**src/rtl/txn_abort_unit.sv**
```systemverilog
module txn_abort_unit #(
  parameter int FC_W        = 4,
  parameter int UID_W       = 16,
  parameter int ADDR_W      = 32,
  parameter logic [FC_W-1:0] TXFAIL_CODE = '1
) (
  input  logic              clk,
  input  logic              rst_n,
  input  logic              in_txn,
  input  logic              irq_pending,
  input  logic              head_valid,
  input  logic [FC_W-1:0]   head_fault,
  input  logic [2:0]        head_cause,
  input  logic [UID_W-1:0]  head_uid,
  input  logic              ld_resp_valid,
  input  logic [2:0]        ld_resp_code,
  input  logic [UID_W-1:0]  ld_resp_uid,
  input  logic              st_resp_valid,
  input  logic [2:0]        st_resp_code,
  input  logic              abt_ready,
  output logic              irq_take,
  output logic              irq_drop,
  output logic              flt_valid,
  output logic [FC_W-1:0]   flt_code,
  output logic [2:0]        flt_cause,
  output logic [UID_W-1:0]  flt_uid,
  output logic              ld_flt_valid,
  output logic [2:0]        ld_flt_cause,
  output logic [UID_W-1:0]  ld_flt_uid,
  output logic              resp_err,
  output logic              abt_valid,
  output logic [ADDR_W-1:0] abt_addr,
  output logic [3:0]        abt_size,
  output logic              abt_phys,
  output logic              abt_strict,
  output logic              abt_is_abort,
  output logic [2:0]        abt_cause,
  output logic [UID_W-1:0]  abt_uid,
  output logic              ctr_clear
);
  localparam logic [2:0] C_EXCEPTION = 3'd1;
  localparam logic [2:0] C_SIZE      = 3'd2;
  localparam logic [2:0] C_MEMORY    = 3'd3;
  localparam logic [2:0] C_OTHER     = 3'd4;

  assign irq_take = irq_pending & ~in_txn;
  assign irq_drop = irq_pending &  in_txn;

  logic            has_fault, is_generic, in_tx_fault, launch;
  logic [FC_W-1:0] norm_code;
  logic [2:0]      norm_cause;

  assign has_fault   = head_valid && (head_fault != '0);
  assign is_generic  = (head_fault == TXFAIL_CODE);
  assign in_tx_fault = has_fault && in_txn;
  assign norm_code   = in_tx_fault ? TXFAIL_CODE : head_fault;
  assign norm_cause  = (in_tx_fault && !is_generic) ? C_EXCEPTION : head_cause;
  assign launch      = in_tx_fault && !abt_valid;

  always_ff @(posedge clk) begin
    if (!rst_n) begin
      flt_valid <= 1'b0;
      flt_code  <= '0;
      flt_cause <= '0;
      flt_uid   <= '0;
    end else begin
      flt_valid <= has_fault;
      if (has_fault) begin
        flt_code  <= norm_code;
        flt_cause <= norm_cause;
        flt_uid   <= head_uid;
      end
    end
  end

  logic [2:0] ld_map;
  logic       ld_fail, ld_bad;
  always_comb begin
    ld_map  = '0;
    ld_fail = 1'b0;
    ld_bad  = 1'b0;
    case (ld_resp_code)
      3'd0: ;
      3'd1: begin ld_map = C_SIZE;   ld_fail = 1'b1; end
      3'd2: begin ld_map = C_MEMORY; ld_fail = 1'b1; end
      3'd3: begin ld_map = C_OTHER;  ld_fail = 1'b1; end
      default: ld_bad = 1'b1;
    endcase
  end

  always_ff @(posedge clk) begin
    if (!rst_n) begin
      ld_flt_valid <= 1'b0;
      ld_flt_cause <= '0;
      ld_flt_uid   <= '0;
      resp_err     <= 1'b0;
    end else begin
      ld_flt_valid <= ld_resp_valid && ld_fail;
      resp_err     <= ld_resp_valid && ld_bad;
      if (ld_resp_valid && ld_fail) begin
        ld_flt_cause <= ld_map;
        ld_flt_uid   <= ld_resp_uid;
      end
    end
  end

  always_ff @(posedge clk) begin
    if (!rst_n) begin
      abt_valid <= 1'b0;
      abt_cause <= '0;
      abt_uid   <= '0;
      ctr_clear <= 1'b0;
    end else begin
      ctr_clear <= launch;
      if (launch) begin
        abt_valid <= 1'b1;
        abt_cause <= norm_cause;
        abt_uid   <= head_uid;
      end else if (abt_valid && abt_ready) begin
        abt_valid <= 1'b0;
      end
    end
  end

  assign abt_addr     = '0;
  assign abt_size     = 4'd8;
  assign abt_phys     = 1'b1;
  assign abt_strict   = 1'b1;
  assign abt_is_abort = 1'b1;

  a_r1_no_take_in_txn: assert property (@(posedge clk) disable iff (!rst_n)
    in_txn |-> !irq_take);

  a_r4_ld_cause_range: assert property (@(posedge clk) disable iff (!rst_n)
    ld_flt_valid |-> (ld_flt_cause >= C_SIZE && ld_flt_cause <= C_OTHER && !resp_err));

  a_r6_clear_with_req: assert property (@(posedge clk) disable iff (!rst_n)
    ctr_clear |-> abt_valid);

  a_r6_clear_single: assert property (@(posedge clk) disable iff (!rst_n)
    ctr_clear |=> !ctr_clear);

  a_r7_hold_req: assert property (@(posedge clk) disable iff (!rst_n)
    (abt_valid && !abt_ready) |=> (abt_valid && $stable(abt_cause) && $stable(abt_uid)));

  a_r8_store_ignored: assert property (@(posedge clk) disable iff (!rst_n)
    (st_resp_valid && !ld_resp_valid) |=> (!ld_flt_valid && !resp_err));
endmodule

```
**config.mk**
```make
export PLATFORM = sky130hd
export DESIGN_NAME = txn_abort_unit
export DESIGN_NICKNAME = d
export VERILOG_FILES = /design/src/rtl/txn_abort_unit.sv
export SDC_FILE = /design/constraint.sdc
export NUM_CORES = 1
export LEC_CHECK = 0
export ABC_AREA = 1
export BUFFER_PORTS_ARGS = -buffer_cell sky130_fd_sc_hd__buf_4
export CORE_MARGIN = 2
export CORE_UTILIZATION = 30
export DETAILED_ROUTE_END_ITERATION = 12
export PLACE_DENSITY_LB_ADDON = 0.2
export SYNTH_ARGS = -nofsm -noshare
export SYNTH_HDL_FRONTEND = slang
export SYNTH_SLANG_ARGS = --single-unit
```
**constraint.sdc**
```tcl
create_clock -name clk -period 3.1 [get_ports clk]
set_input_delay 0.155 -clock clk [delete_from_list [all_inputs] [get_ports clk]]
set_output_delay 0.155 -clock clk [all_outputs]
set_load 0.005 [all_outputs]
```
==> flow_summary.yaml <==
outcome:
  result_of_the_run: "completed"
layout:
  syn_to_final_growth_pct: 33.8
  most-common-layout-cells: "sky130_fd_sc_hd__buf_4, sky130_fd_sc_hd__nand2_1, sky130_fd_sc_hd__dfxtp_1"
  most_common_cell_after_layout_fill_and_taps_aside: "sky130_fd_sc_hd__buf_4"
  post_route_cells_drive_above_1_share: 0.348
  finalNetCount: 515
  number_of_antenna_repair_diodes: 0
  nFillCells: 950
  finalNonFillerCells: 577
critical_path:
  critPathTopFamily: "simple AND/OR/NAND/NOR gates"
  critical_path.n_buffers_inverters: 2
  worst_ep_arrival_time_ns: 1.67
  critical_path_class: "reg2reg"
  critPathLaunchType: "flip-flop"
  endpoint_kind: "flip-flop"
  reg2reg_depth: 5
  crit_chain: "inv_1 > nand4_2 > a21oi_1 > nand2_1 > inv_1"
  critical_path.reg2reg.endpoint: "abt_cause[1]$_SDFFE_PN0P_"
  r2r_setup_slack_ns: 1.71
  worstReg2RegStart: "abt_valid$_SDFFE_PN0P_"
  critical_path.most_common_cell: "sky130_fd_sc_hd__inv_1"
  timing.critical_path.required_ns: 3.38
  crit_path_top_delay_cell: "sky130_fd_sc_hd__nand4_2"
  max_stage_delay_ns: 0.52
  worst-path-max-fanout: 22
sta:
  slew_violations: 0
  skew_ns: 0.00766
  holdWs_ns: 0.0463
  timing.slew.headroom: 0.560
  setup_total_negative_slack_ns: 0
  worst_slew_pin_slew_ns: 0.658
  final_setup_vio_count: 0
  final-hold-violation-count: 0
  final_critical_path_share_of_the_clock_period: 0.449
  maxClockFrequency_ghz: 0.719
  unrepaired_setup_endpoints_after_global_routing: "false"
  post-route-min-period_ns: 1.39
synth:
  postSynthRegisterBits: 66
  avgSynthCellArea_um2: 8.05
  yosysUniqueCellTypes: 25
  ys.warnings.count: 0
  synth.yosys.seq_area_share: 0.466
  synthCells: 352
  post_synthesis_cell_area_um2: 2830
grt:
  gr-total-overflow: 0
  grt_pass1_wl_um: 11100
  grt_pass1_vias: 2305
  grt_util_all_layers: 0.139
  gr-max-usage-layer: "met2"
  antenna_found_initial: 0
  globalRouteMet3Util: 0.0773
  grtUsageMet2: 0.224
  met1_track_usage_gr: 0.164
  grt_start_max_net_pins: 27
detailed_routing:
  starting_drc_count_in_detailed_routing: 66
  routed-via-count: 2474
  avgViaCountPerCell: 4.29
  route.detailed.wl_per_inst_um: 12.5
  post_detailed_routing_wire_length_um: 7230
  drt_pre_antenna_iters: 4
  drt.antenna.violating_nets: 0
  drt_drc_violations_left: 0
cts:
  post_cts.repair.setup_buffers: 0
  cts_hold_repair.buffers: 0
  number_of_levels_in_the_clock_h_tree: 3
  worst_skew_pair.late_latency_ns: 0.33
  ctsLongestPathBuffers: 2
  cts_num_sinks: 66
  number_of_cts_inserted_buffers: 9
  post_cts_resized: 0
  cts_root_buf: "sky130_fd_sc_hd__clkbuf_8"
  cts_tree: "yes"
  worst_setup_hold_path_clk_slew_ns: 0.07
placement:
  detailed_place_hpwl_um: 5070
  port_buffers: 116
  dp_cells: 562
  gp_routability_congestion: 0.691
power_and_ir_drop:
  worst_ir_drop_vdd_uv: 284
  power-per-cell-area_nw_per_um2: 503
  leakagePower_nw: 1.83
floorplan:
  die_height_um: 101
  num_io_pins: 160
  core.rowCount: 35
  initial_standard_cell_utilization_of_the_core: 0.308
  chipWidth_um: 101
  die_area_um2: 10200
  core_um2: 9200
worst_hold_path:
  holdCritPathClass: "in2reg"
  worst_hold_path.endpoint: "resp_err$_SDFF_PN0_"
  hold_start: "ld_resp_valid"
  timing.hold.worst_path_depth: 3
run:
  max_cap_violations: 0
[kinds of logic after synthesis]
kind of cell    after synthesis  synth area share
flops                        66             0.466
simple gates                139             0.225
buf+inv                      79             0.171
compound gates               66             0.135
other cells                   2           0.00265
[per-layer routing]
metal | vias up | routed length (um)
li1 | 1258 | -
met1 | 1105 | 3180
met2 | 105 | 3230
met3 | 6 | 760
met4 | 0 | 57
met5 | - | 0
[synth_stat cells]
cell | instances | area, um2
sky130_fd_sc_hd__nand2_1 | 67 | 251
sky130_fd_sc_hd__buf_6 | 2 | 22.5
sky130_fd_sc_hd__nand4_1 | 1 | 6.26
sky130_fd_sc_hd__or2_2 | 1 | 6.26
sky130_fd_sc_hd__inv_2 | 3 | 11.3
sky130_fd_sc_hd__nand2_4 | 1 | 11.3
sky130_fd_sc_hd__nand3_1 | 11 | 55.1
sky130_fd_sc_hd__nand4_2 | 1 | 12.5
sky130_fd_sc_hd__o211ai_1 | 2 | 15.0
sky130_fd_sc_hd__o21ai_0 | 23 | 115
sky130_fd_sc_hd__nor2_8 | 1 | 20.0
sky130_fd_sc_hd__nor2_1 | 45 | 169
sky130_fd_sc_hd__o211a_1 | 1 | 10.0
sky130_fd_sc_hd__nand2_2 | 1 | 6.26
sky130_fd_sc_hd__nand3_2 | 10 | 100
sky130_fd_sc_hd__clkbuf_1 | 6 | 22.5
sky130_fd_sc_hd__buf_2 | 9 | 45.0
sky130_fd_sc_hd__buf_8 | 1 | 15.0
sky130_fd_sc_hd__inv_1 | 18 | 67.6
sky130_fd_sc_hd__conb_1 | 2 | 7.51
sky130_fd_sc_hd__o21ai_1 | 1 | 5.00
sky130_fd_sc_hd__buf_4 | 40 | 300
sky130_fd_sc_hd__dfxtp_1 | 66 | 1320
sky130_fd_sc_hd__a21oi_1 | 28 | 140
sky130_fd_sc_hd__a21oi_2 | 11 | 96.3
[worst max path at each step]
stage | startpoint | to | slack (ns) | cells after the start
floorplan | abt_valid$_SDFFE_PN0P_ | abt_uid[7]$_SDFFE_PN0P_ | 2.01 | 5
global placement | head_fault[0] | flt_cause[0]$_SDFFE_PN0P_ | 1.67 | 9
detailed placement | head_fault[3] | flt_cause[2]$_SDFFE_PN0P_ | 1.64 | 7
CTS | abt_valid$_SDFFE_PN0P_ | abt_cause[1]$_SDFFE_PN0P_ | 1.70 | 5
global route | abt_valid$_SDFFE_PN0P_ | abt_cause[1]$_SDFFE_PN0P_ | 1.53 | 5
finish | abt_valid$_SDFFE_PN0P_ | abt_cause[1]$_SDFFE_PN0P_ | 1.71 | 5
[power by group]
part | leakage (nW) | switching [W] | total, W | internal (W)
Combinational | 1.19 | 0.000146 | 0.000285 | 0.000139
Sequential | 0.543 | 0.0000253 | 0.000923 | 0.000898
Clock | 0.0962 | 0.000310 | 0.000697 | 0.000387
Total | 1.83 | 0.000481 | 0.00191 | 0.00142
[cell type report]
cell class / count / area, um2 / area share
flip-flops and latches: 66 / 1320 / 0.349
multi-input cells: 244 / 1170 / 0.308
repair buffers: 120 / 901 / 0.238
clock buffers: 12 / 145 / 0.0383
well taps: 111 / 139 / 0.0366
inverters: 21 / 78.8 / 0.0208
clock inverters: 3 / 40.0 / 0.0106
[sequential cells by signal (all words and copies together) (netlist names)]
register and cells:
abt_cause 3, ld_flt_uid 16, ld_flt_cause 3, ld_flt_valid 1, resp_err 1, ctr_clear 1, abt_valid 1, flt_code 4
flt_cause 3, abt_uid 16, flt_valid 1, flt_uid 16
[stage by stage]
stage | total power, W | setup slack, ns | utilization | area, um2
2_1_floorplan | 0.00111 | 2.01 | - | 2970
3_3_place_gp | 0.00123 | 1.67 | 0.392 | 3610
3_5_place_dp | 0.00123 | 1.64 | 0.392 | 3610
4_1_cts | 0.00194 | 1.70 | 0.412 | 3790
5_1_grt | 0.00201 | 1.53 | 0.412 | 3790
6_report | 0.00191 | 1.71 | 0.412 | 3790
[worst register-to-register path, cell delays in order (launching register included)]
cell and delay, ns:
sky130_fd_sc_hd__dfxtp_1 0.31, sky130_fd_sc_hd__inv_1 0.08, sky130_fd_sc_hd__nand4_2 0.52, sky130_fd_sc_hd__a21oi_1 0.31, sky130_fd_sc_hd__nand2_1 0.06, sky130_fd_sc_hd__inv_1 0.05
Power figures use the tool's default switching activity.
